[src/rtl/ptw_pkg.sv]
package ptw_pkg;
  localparam int EntryValidBit = 0;
  localparam int ReadBit       = 1;
  localparam int WriteBit      = 2;
  localparam int EntryBytesLog2 = 2;

  typedef enum logic [2:0] {
    ST_IDLE,
    ST_FETCH_DIR,
    ST_FETCH_PTE,
    ST_DONE,
    ST_FAULT
  } walkState_t;

  typedef struct packed {
    logic captureReq;
    logic selPte;
    logic captureTbl;
    logic capturePage;
    logic flagFault;
    logic flagBusErr;
  } walkStrobes_t;
endpackage

[src/rtl/ptw_ctrl.sv]
module ptw_ctrl
  import ptw_pkg::*;
(
  input  logic         clk,
  input  logic         rstN,
  input  logic         stall,
  input  logic         reqValid,
  input  logic         memRspValid,
  input  logic         memRspErr,
  input  logic         entryValid,
  input  logic         permOk,
  output logic         reqReady,
  output logic         memReqValid,
  output logic         respValid,
  output walkStrobes_t strobes
);
  walkState_t state, stateNext;

  always_ff @(posedge clk) begin
    if (!rstN) state <= ST_IDLE;
    else       state <= stateNext;
  end

  always_comb begin
    stateNext = state;
    strobes   = '0;
    strobes.selPte = (state == ST_FETCH_PTE);
    unique case (state)
      ST_IDLE: begin
        if (reqValid && !stall) begin
          strobes.captureReq = 1'b1;
          stateNext = ST_FETCH_DIR;
        end
      end
      ST_FETCH_DIR: begin
        if (memRspValid) begin
          if (memRspErr) begin
            strobes.flagBusErr = 1'b1;
            stateNext = ST_FAULT;
          end else if (!entryValid) begin
            strobes.flagFault = 1'b1;
            stateNext = ST_FAULT;
          end else begin
            strobes.captureTbl = 1'b1;
            stateNext = ST_FETCH_PTE;
          end
        end
      end
      ST_FETCH_PTE: begin
        if (memRspValid) begin
          if (memRspErr) begin
            strobes.flagBusErr = 1'b1;
            stateNext = ST_FAULT;
          end else if (!(entryValid && permOk)) begin
            strobes.flagFault = 1'b1;
            stateNext = ST_FAULT;
          end else begin
            strobes.capturePage = 1'b1;
            stateNext = ST_DONE;
          end
        end
      end
      ST_DONE, ST_FAULT: stateNext = ST_IDLE;
      default: stateNext = ST_IDLE;
    endcase
  end

  assign reqReady    = (state == ST_IDLE) && !stall;
  assign memReqValid = (state == ST_FETCH_DIR) || (state == ST_FETCH_PTE);
  assign respValid   = (state == ST_DONE) || (state == ST_FAULT);
endmodule

[src/rtl/ptw_datapath.sv]
module ptw_datapath
  import ptw_pkg::*;
#(
  parameter int DIR_IDX_W = 10,
  parameter int TBL_IDX_W = 10,
  parameter int OFF_W     = 12,
  localparam int ADDR_W   = DIR_IDX_W + TBL_IDX_W + OFF_W,
  localparam int BASE_W   = ADDR_W - OFF_W
)(
  input  logic              clk,
  input  logic              rstN,
  input  walkStrobes_t      strobes,
  input  logic [ADDR_W-1:0] dirBase,
  input  logic [ADDR_W-1:0] reqVaddr,
  input  logic              reqWrite,
  input  logic [ADDR_W-1:0] memRspData,
  output logic [ADDR_W-1:0] memReqAddr,
  output logic              entryValid,
  output logic              permOk,
  output logic [ADDR_W-1:0] respPaddr,
  output logic              respFault,
  output logic              respBusErr,
  output logic [ADDR_W-1:0] respFaultAddr,
  output logic              respFaultWrite
);
  logic [ADDR_W-1:0]    vaddrQ;
  logic                 writeQ;
  logic [BASE_W-1:0]    dirBaseQ, tblBaseQ, pageBaseQ;
  logic                 faultQ, busErrQ;
  logic [DIR_IDX_W-1:0] dirIdx;
  logic [TBL_IDX_W-1:0] tblIdx;
  logic [ADDR_W-1:0]    dirEntryAddr, pteEntryAddr;

  always_ff @(posedge clk) begin
    if (!rstN) begin
      vaddrQ    <= '0;
      writeQ    <= 1'b0;
      dirBaseQ  <= '0;
      tblBaseQ  <= '0;
      pageBaseQ <= '0;
      faultQ    <= 1'b0;
      busErrQ   <= 1'b0;
    end else begin
      if (strobes.captureReq) begin
        vaddrQ   <= reqVaddr;
        writeQ   <= reqWrite;
        dirBaseQ <= dirBase[ADDR_W-1:OFF_W];
        faultQ   <= 1'b0;
        busErrQ  <= 1'b0;
      end
      if (strobes.captureTbl)  tblBaseQ  <= memRspData[ADDR_W-1:OFF_W];
      if (strobes.capturePage) pageBaseQ <= memRspData[ADDR_W-1:OFF_W];
      if (strobes.flagFault)   faultQ    <= 1'b1;
      if (strobes.flagBusErr)  busErrQ   <= 1'b1;
    end
  end

  assign dirIdx = vaddrQ[ADDR_W-1 -: DIR_IDX_W];
  assign tblIdx = vaddrQ[OFF_W +: TBL_IDX_W];

  assign dirEntryAddr = {dirBaseQ, {OFF_W{1'b0}}} + (ADDR_W'(dirIdx) << EntryBytesLog2);
  assign pteEntryAddr = {tblBaseQ, {OFF_W{1'b0}}} + (ADDR_W'(tblIdx) << EntryBytesLog2);
  assign memReqAddr   = strobes.selPte ? pteEntryAddr : dirEntryAddr;

  assign entryValid = memRspData[EntryValidBit];
  assign permOk     = writeQ ? memRspData[WriteBit] : memRspData[ReadBit];

  assign respPaddr      = {pageBaseQ, vaddrQ[OFF_W-1:0]};
  assign respFault      = faultQ;
  assign respBusErr     = busErrQ;
  assign respFaultAddr  = vaddrQ;
  assign respFaultWrite = writeQ;
endmodule

[src/rtl/ptw_top.sv]
module ptw_top
  import ptw_pkg::*;
#(
  parameter int DIR_IDX_W = 10,
  parameter int TBL_IDX_W = 10,
  parameter int OFF_W     = 12,
  localparam int ADDR_W   = DIR_IDX_W + TBL_IDX_W + OFF_W
)(
  input  logic              clk,
  input  logic              rstN,
  input  logic [ADDR_W-1:0] dirBase,
  input  logic              stall,
  input  logic              reqValid,
  output logic              reqReady,
  input  logic [ADDR_W-1:0] reqVaddr,
  input  logic              reqWrite,
  output logic              memReqValid,
  output logic [ADDR_W-1:0] memReqAddr,
  input  logic              memRspValid,
  input  logic [ADDR_W-1:0] memRspData,
  input  logic              memRspErr,
  output logic              respValid,
  output logic [ADDR_W-1:0] respPaddr,
  output logic              respFault,
  output logic              respBusErr,
  output logic [ADDR_W-1:0] respFaultAddr,
  output logic              respFaultWrite
);
  walkStrobes_t strobes;
  logic entryValid, permOk;

  ptw_ctrl u_ctrl (
    .clk(clk), .rstN(rstN), .stall(stall), .reqValid(reqValid),
    .memRspValid(memRspValid), .memRspErr(memRspErr),
    .entryValid(entryValid), .permOk(permOk),
    .reqReady(reqReady), .memReqValid(memReqValid),
    .respValid(respValid), .strobes(strobes)
  );

  ptw_datapath #(.DIR_IDX_W(DIR_IDX_W), .TBL_IDX_W(TBL_IDX_W), .OFF_W(OFF_W)) u_dp (
    .clk(clk), .rstN(rstN), .strobes(strobes), .dirBase(dirBase),
    .reqVaddr(reqVaddr), .reqWrite(reqWrite), .memRspData(memRspData),
    .memReqAddr(memReqAddr), .entryValid(entryValid), .permOk(permOk),
    .respPaddr(respPaddr), .respFault(respFault), .respBusErr(respBusErr),
    .respFaultAddr(respFaultAddr), .respFaultWrite(respFaultWrite)
  );
endmodule

[config.mk]
export PLATFORM = sky130hd
export DESIGN_NAME = ptw_top
export DESIGN_NICKNAME = d
export VERILOG_FILES = /design/src/rtl/ptw_pkg.sv /design/src/rtl/ptw_ctrl.sv /design/src/rtl/ptw_datapath.sv /design/src/rtl/ptw_top.sv
export SDC_FILE = /design/constraint.sdc
export NUM_CORES = 1
export LEC_CHECK = 0
export BUFFER_PORTS_ARGS = -buffer_cell sky130_fd_sc_hd__buf_2
export CAP_MARGIN = 30
export CORE_ASPECT_RATIO = 1.75
export CORE_MARGIN = 2
export CORE_UTILIZATION = 47
export CTS_CLUSTER_SIZE = 25
export DETAILED_ROUTE_END_ITERATION = 7
export PLACE_DENSITY_LB_ADDON = 0.1
export SLEW_MARGIN = 20
export SYNTH_ARGS = -nofsm -noshare
export SYNTH_HDL_FRONTEND = slang
export SYNTH_HIERARCHICAL = 1
export SYNTH_SLANG_ARGS = --single-unit
[constraint.sdc]
create_clock -name clk -period 1.95 [get_ports clk]
set_clock_uncertainty 0.05 [all_clocks]
set_input_delay 0.0975 -clock clk [delete_from_list [all_inputs] [get_ports clk]]
set_output_delay 0.0975 -clock clk [all_outputs]
set_load 0.03 [all_outputs]
==> metrics.txt, run 1 <==
status=finished, final reports clean; worst hold-check path type=primary input to flop; chip height=between 100 and 150 um; pwr dens=920 nW/um^2; flip-flop and latch count after synthesis=98; dpl hpwl=approximately 7000 um; DR vias=roughly 3,600; largest net degree at the start of global routing=64; DRC viols=0; Final Util=a little over two thirds; syn_area_per_cell=roughly 11 um^2; Layout Cells excl Fill=between 700 and 800; max-cap violations=0; Wirelength per Cell=between 10 and 15 um; Logic pwr share=between 30% and 40%; Internal Power=0.00405 W; final period utilization=98.0%; Leak Pwr=about 2.8 nW; slowest CP cell=dfxtp_2; CTS tree=done; first-pass GRT wire length=approximately 17,000 um; pre-CTS WS=0.262 ns; endpoints failing hold=0; Clk pin slew, worst setup/hold paths=about 0.060 ns; WS Path Type=flop to primary output; FF-to-FF path depth=6; Die X=about 80 um; core area=between 9000 and 10,000 um^2; gpl congestion=roughly 0.81; nets=about 740; Tmin final=about 1.9 ns; fmax=around 520 MHz; Clock Sinks=98; DRT Pass-1 Iters=4; Clock Latency Late Sink=~0.34 ns; peak supply drop=0.718 mV; number of global-route vias before repair=between 3,000 and 4,000; gate count after technology mapping=between 400 and 500; Worst Hold Depth=3; die footprint=~10,000 um^2; IO Port Bufs=between 150 and 200; post-route ant nets=0; share of cells above drive strength 1=between 30% and 40%; Yosys Warn Count=6; TritonCTS Buffers=9; ANT cells=0; total power draw=between 0.006 and 0.007 W; # IOs=205; final instance area=around 6600 um^2; Yosys cell types=34; CP max stage delay=roughly 0.33 ns; GR Util All Layers=20.4%; Row Count=47; P_sw=0.00199 W; Root Buffer=clkbuf_16; Seq/Total Area, Yosys=a little over two fifths; critical path startpoint category=flop; final worst setup slack=~0.039 ns; Final Max Slew Viols=0; Setup-failing EPs final=0; initial antenna violation count=0; switch share=32.9%; Worst Path Required=roughly 1.8 ns; Initial Util=about half; crit-path max FO=5; H-tree levels=3; gr ovfl total=0; CP arrival=about 1.8 ns; Post-Place Cell Area=about 5400 um^2; Initial DRC Count=~160; drt total wl=approximately 11,000 um; clock share of power=27.4%; Max Buffers Root-to-Sink=2; Post-Syn Area=4520 um^2; worst rel slew slack=~66%; Sequential Power Share=a little under two fifths; vias per inst=approximately 4.7; Layout area overhead=45.2%; placed cells=674; cell breakdown of the critical path=inv_2, nor3_4, buf_12, clkbuf_16, mux2_2, buf_4; Slew @ Worst Pin=slightly above 0.5 ns; Critical Path End Type=primary output
==> repair_timing <==
action	in CTS	in global routing
resized for setup	2	55
gates cloned	0	2
pin swaps	1	1
hold endpoints to repair	92	0
hold buffers	73	0
setup buffers	0	1
setup endpoints to repair	30	28
==> worst max-delay path, delay by kind of cell, from the launching register on <==
family | cells | cell delay (ns)
mux | 1 | 0.33
flops | 1 | 0.33
buf+inv | 4 | 0.54
simple gates | 1 | 0.23
==> power by group through the flow <==
stage	Clock [W]	Combinational, W	Sequential (W)
2_1_floorplan	0	0.00132	0.00239
3_3_place_gp	0	0.00181	0.00229
3_5_place_dp	0	0.00183	0.00230
4_1_cts	0.00171	0.00195	0.00226
5_1_grt	0.00179	0.00225	0.00228
6_report	0.00165	0.00212	0.00226
==> layout make-up <==
| class | instances | area [um^2] |
|---|---|---|
| inverters | 1 | 3.75 |
| flip-flops and latches | 98 | 1960 |
| repair buffers | 269 | 1970 |
| fillers | 702 | 2850 |
| clock buffers | 11 | 243 |
| multi-input cells | 260 | 2190 |
| well taps | 122 | 153 |
| clock inverters | 5 | 38.8 |
==> cell usage after synthesis, drive strengths merged <==
master  number  area [um^2]
a211oi       1         7.51
a21bo        1         10.0
a21oi        2         10.0
a221oi       1         15.0
a22oi        1         12.5
and2b        2         17.5
and3         3         18.8
and3b        2         17.5
and4b        1         10.0
buf         47          373
clkbuf       4         15.0
conb         1         3.75
dfxtp       98         1960
inv          1         3.75
mux2        31          349
mux2i       93          931
nand2        2         7.51
nand2b       4         32.5
nand3b       2         15.0
nor2         4         15.0
nor2b       95          594
nor3         2         10.0
nor3b        1         7.51
o211a        1         10.0
o211ai       1         7.51
o21a         3         22.5
o21ai        2         10.0
o22ai        1         6.26
o41ai        1         16.3
or3b         1         8.76
==> metrics by stage <==
stage | TNS, ns | hold WS, ns
3_5_place_dp | 0 | 0.313
2_1_floorplan | 0 | 0.196
6_report | 0 | 0.116
5_1_grt | -0.364 | 0.120
4_1_cts | 0 | 0.107
3_3_place_gp | 0 | 0.303
==> flip-flops by register name, summed over array words and instances, names as in the netlist <==
register             cells
u_dp/respFault           1
u_dp/dirBaseQ           20
u_dp/tblBaseQ           20
u_dp/respFaultAddr      32
u_ctrl/state             3
u_dp/respBusErr          1
u_dp/pageBaseQ          20
u_dp/respFaultWrite      1
==> logic make-up after synthesis <==
kind of cell / count (synthesis) / share of synthesized area, %
AO/OA/AOI/OAI: 15 / 2.82
buffers and inverters: 52 / 8.67
multiplexers: 124 / 28.3
other: 1 / 0.0830
flip-flops: 98 / 43.4
AND/OR/NAND/NOR: 119 / 16.7
==> final timing paths <==
path                     from               end  slack, ns
min reg2reg  u_dp/tblBaseQ[9]  u_dp/tblBaseQ[9]       0.46
min                 memRspErr   u_dp/respBusErr       0.12
max           u_ctrl/state[1]    memReqAddr[22]       0.04
max reg2reg   u_ctrl/state[2]    u_dp/respFault       0.26
==> layer usage <==
layer  vias to the layer above  share of wire, %  global-route usage [%]
met3                        16               4.7                    3.46
met2                       121                54                    37.3
met1                      1673                39                    22.3
li1                       1817                 -                       -
met5                         -                 0                       0
met4                         0               2.2                    10.1
==> cells in the final DEF, fill, tap and decap left out, types with 2 or more instances in the layout <==
cell type | netlist | layout
buf_2 | 10 | 161
clkbuf_16 | 0 | 10
and3_1 | 3 | 3
mux2_2 | 31 | 31
buf_6 | 2 | 13
dfxtp_1 | 98 | 97
nand3b_1 | 2 | 2
nor2_1 | 4 | 3
and2b_2 | 2 | 2
and3b_1 | 2 | 2
mux2i_1 | 93 | 93
clkinv_4 | 0 | 2
dlygate4sd3_1 | 0 | 73
nand2b_1 | 3 | 3
o21a_1 | 3 | 3
buf_12 | 0 | 8
nor2b_1 | 95 | 95
conb_1 | 1 | 2
a21oi_1 | 2 | 2
buf_4 | 30 | 13
o21ai_0 | 2 | 2
nand2_1 | 2 | 2
No activity file was read; power rests on OpenSTA's default activity.
==> run 2: changes to the inputs <==
--- a/config.mk
+++ b/config.mk
@@ -13,6 +13,7 @@
 export CTS_CLUSTER_SIZE = 25
 export DETAILED_ROUTE_END_ITERATION = 7
 export PLACE_DENSITY_LB_ADDON = 0.1
+export RECOVER_POWER = 100
 export SLEW_MARGIN = 20
 export SYNTH_ARGS = -nofsm -noshare
 export SYNTH_HDL_FRONTEND = slang
==> run 2 against run 1 <==
- global-route usage unchanged
- register-to-register slack lost 0.12 ns
- maximum frequency about the same
- clock-buffer cell count is the same
- power shrank 0.77%
- combinational power is 2% lower
- setup slack got worse by 0.00081 ns
- largest power group unchanged
- final area is 1.7% lower
- utilization down 1.2 points
==> metrics.txt, run 2 (same netlist as run 1, synthesis figures left out) <==
CP delay by family, top=buffers and inverters; DR vias=approximately 3,600; endpoints failing hold=0; H-tree levels=3; Clock Latency Late Sink=roughly 0.34 ns; gr ovfl total=0; number of global-route vias before repair=about 3,700; largest net degree at the start of global routing=64; commonest cells after routing, fill and taps aside=dfxtp_1, nor2b_1, mux2i_1; final period utilization=between 90 and 100%; first-pass GRT wire length=17,200 um; status=finished, final reports clean; cell breakdown of the critical path=inv_2, nor3_4, buf_12, clkbuf_16, mux2_2, buf_4; Slew @ Worst Pin=~0.5 ns; fmax=523 MHz; pwr dens=928 nW/um^2; Worst Path Required=1.80 ns; GR Util All Layers=20.4%; Tmin final=between 1.5 and 2 ns; initial antenna violation count=0; DRT Pass-1 Iters=4; Clock Sinks=98; most common cell after layout, fill and taps aside=dfxtp_1; hold_ws=0.115 ns; CTS tree=done; critical path startpoint category=flop; Max Buffers Root-to-Sink=2; peak supply drop=0.717 mV; Buf/Inv on CP=4; # IOs=205; core area=approximately 9400 um^2; Post-Place Cell Area=about 5400 um^2; Clk pin slew, worst setup/hold paths=0.06 ns; CP arrival=~1.8 ns; Initial DRC Count=between 100 and 150; dpl hpwl=approximately 7000 um; Leak Pwr=2.52 nW; Die X=approximately 78 um; max-cap violations=0; chip height=between 100 and 150 um; worst rel slew slack=about two thirds; Row Count=47; Layout area overhead=42.7%; crit-path max FO=5; WS Path Type=flop to primary output; slowest CP cell=dfxtp_2; TritonCTS Buffers=9; IO Port Bufs=about 180; final instance area=about 6400 um^2; DRC viols=0; Root Buffer=clkbuf_16; ANT cells=0; nets=742; Initial Util=about half; Setup-failing EPs final=0; Wirelength per Cell=14.3 um; Final Max Slew Viols=0; CP max stage delay=about 0.33 ns; TNS Setup=0 ns; max reg flops=32; drt total wl=11,000 um; vias per inst=4.73; share of cells above drive strength 1=between 20 and 30%; Critical Path End Type=primary output; worst hold-check path type=primary input to flop; die footprint=around 10,000 um^2; gpl congestion=between 0.8 and 0.9; post-route ant nets=0
[run 2: stage by stage]
step	std cells	worst slack (ns)	util (%)	power, W
after detailed placement	674	0.262	57.1	0.00412
after CTS	763	0.0307	68.0	0.00592
final	766	0.0384	68.5	0.00599
after global routing	766	-0.0261	68.5	0.00628
after global placement	674	0.284	57.1	0.00409
after floorplan	410	0.339	-	0.00371
[run 2: layout make-up]
| cell class | count | area, um^2 |
|---|---|---|
| fill | 759 | 2960 |
| tap | 122 | 153 |
| timing repair buffer | 269 | 1860 |
| sequential | 98 | 1960 |
| multi-input combinational | 260 | 2190 |
| clock buffer | 11 | 243 |
| inverter | 1 | 3.75 |
| clock inverter | 5 | 38.8 |
[run 2: path summary, 6_finish.rpt]
kind,startpoint,endpoint,slack (ns),cells past startpoint
max reg2reg,u_ctrl/state[1],u_dp/pageBaseQ[8],0.14,7
max,u_ctrl/state[1],memReqAddr[22],0.04,6
min reg2reg,u_dp/tblBaseQ[9],u_dp/tblBaseQ[9],0.46,2
min,memRspErr,u_dp/respBusErr,0.12,3
[run 2: power by group]
part           internal [W]  switching, W  leakage, nW
clock              0.000907      0.000747        0.136
combinational      0.000935       0.00114         1.59
sequential          0.00216      0.000103        0.796
[run 2: what timing repair did]
item                                   in CTS  in global routing
endpoints found under the hold margin      92                  0
pin swaps                                   1                  1
buffers inserted                            0                  1
cloned                                      0                  2
hold buffers                               73                  0
resized for setup                           2                 55
setup endpoints to repair                  30                 28
[run 2: worst min-delay path, cell delays in order]
cell and delay (ns):
buf_2 0.11, and3_1 0.15, o21a_1 0.11
[run 2: layer usage]
layer | vias up | routed length, um | track usage, %
met4 | 0 | 238 | 10.1
met3 | 16 | 529 | 3.46
met5 | - | 0 | 0
li1 | 1815 | - | -
met1 | 1669 | 4290 | 22.3
met2 | 123 | 5910 | 37.3
==> run 3: changes to the inputs <==
--- a/config.mk
+++ b/config.mk
@@ -7,7 +7,7 @@
 export LEC_CHECK = 0
 export BUFFER_PORTS_ARGS = -buffer_cell sky130_fd_sc_hd__buf_2
 export CAP_MARGIN = 30
-export CORE_ASPECT_RATIO = 1.75
+export CORE_ASPECT_RATIO = 0.5
 export CORE_MARGIN = 2
 export CORE_UTILIZATION = 47
 export CTS_CLUSTER_SIZE = 25
==> run 3 against run 2 <==
- combinational power fell by 5%
- via count fell by 3.1%
- sequential share of layout area rose by 0.37 points
- global-route usage fell by 1.0 points
- critical path depth fell by 1
- maximum frequency rose by 2.0%
- sequential power barely moved
- final cell count fell by 0.26%
- utilization fell by 0.47 points
- critical path type unchanged
- largest cell class unchanged
==> metrics.txt, run 3 (same netlist as run 1, synthesis figures left out) <==
largest net degree at the start of global routing=47; Wirelength per Cell=between 10 and 15 um; Max Buffers Root-to-Sink=2; # fillers=797; Sequential Power Share=approximately 37%; slowest CP cell=dfxtp_2; worst hold-check path type=primary input to flop; CTS tree=done; status=finished, final reports clean; P_sw=0.00195 W; max reg flops=32; TritonCTS Buffers=9; ANT cells=0; switch share=about a third; pwr dens=960 nW/um^2; crit-path max FO=11; Logic pwr share=between 30 and 40%; Row Count=25; number of global-route vias before repair=3,263; cell breakdown of the critical path=nor3_4, buf_12, buf_8, mux2_2, buf_2; WS Path Type=flop to primary output; DRT Pass-1 Iters=4; die footprint=about 10,000 um^2; critical path startpoint category=flop; final period utilization=a little over nine tenths; Clock Sinks=between 90 and 100; first-pass GRT wire length=approximately 16,000 um; CP max stage delay=0.36 ns; gpl congestion=roughly 0.81; Initial Util=between 40% and 50%; placed cells=672; GR Util All Layers=19.4%; commonest cells after routing, fill and taps aside=nor2b_1, dfxtp_1, mux2i_1; Layout area overhead=41.3%; TNS Setup=0 ns; RSZ-0062 raised after global routing=false; nets=741; Worst Path Required=around 1.8 ns; Final Max Slew Viols=0; peak supply drop=~0.64 mV; Leak Pwr=2.52 nW; Internal Power=0.00418 W; chip height=approximately 73 um; share of cells above drive strength 1=roughly 29%; Tmin final=approximately 1.9 ns; initial antenna violation count=0; CP arrival=1.73 ns; vias per inst=between 4 and 5; Layout Cells excl Fill=about 760; H-tree levels=3; fmax=~530 MHz; core area=roughly 9400 um^2; Clk pin slew, worst setup/hold paths=0.06 ns; Root Buffer=clkbuf_16; clock share of power=~31%; max-cap violations=0; DR vias=roughly 3,500; Die X=around 140 um; dpl hpwl=around 6600 um; gr ovfl total=0; endpoints failing hold=0; Critical Path End Type=primary output; Clock Latency Late Sink=between 0.3 and 0.4 ns; Initial DRC Count=~110; Setup-failing EPs final=0; post-route ant nets=0; drt total wl=between 10,000 and 15,000 um; IO Port Bufs=between 150 and 200; # IOs=a little over 200; DRC viols=0
## run 3: through the flow
stage	worst slack, ns	instance area [um^2]	total power [W]	hold WS [ns]	util [%]
finish	0.0767	6390	0.00613	0.00549	68.1
global route	0.00432	6390	0.00643	0.00745	68.1
CTS	0.0324	6500	0.00627	0.00383	69.2
detailed placement	0.202	5370	0.00411	0.313	57.2
global placement	0.220	5370	0.00410	0.303	57.2
floorplan	0.339	4520	0.00371	0.196	-
## run 3: area by class of cell
cell class,instances,area [um^2],area share (%)
multi-input combinational,260,2190,34.3
sequential,98,1970,30.8
timing repair buffer,268,1750,27.4
clock buffer,10,239,3.74
tap,121,151,2.37
clock inverter,6,87.6,1.37
inverter,1,3.75,0.0588
## run 3: layer usage
layer,part of all wire (%),track usage [%],vias up
met5,0,0,-
met4,0.42,3.63,0
met3,6.2,6.78,5
met2,47,34.2,100
met1,46,23.4,1590
li1,-,-,1815
## run 3: power by group through the flow
| stage | combinational (W) | sequential, W | clock, W |
|---|---|---|---|
| floorplan | 0.00132 | 0.00239 | 0 |
| global placement | 0.00178 | 0.00231 | 0 |
| detailed placement | 0.00179 | 0.00232 | 0 |
| CTS | 0.00202 | 0.00228 | 0.00197 |
| global route | 0.00209 | 0.00229 | 0.00205 |
| finish | 0.00196 | 0.00227 | 0.00190 |
## run 3: worst paths after layout
check                    start                     end  slack [ns]  cells past startpoint
min reg2reg  u_dp/dirBaseQ[10]       u_dp/dirBaseQ[10]        0.46                      2
min               reqVaddr[21]  u_dp/respFaultAddr[21]       0.005                      3
max            u_ctrl/state[2]          memReqAddr[22]        0.08                      5
max reg2reg    u_ctrl/state[0]       u_dp/dirBaseQ[13]        0.12                      7
## run 3: critical path, delay by kind of cell (launching register included)
family / cells / cell delay [ns]
buffers and inverters: 3 / 0.48
DFF: 1 / 0.36
muxes: 1 / 0.34
and+or+nand+nor: 1 / 0.22
## run 3: timing repair
item,CTS,global route
buffers inserted,2,1
pin swaps,1,1
endpoints found under the setup margin,29,26
gates cloned,1,0
hold buffers,72,0
gates resized for setup,12,4
hold endpoints to repair,86,0
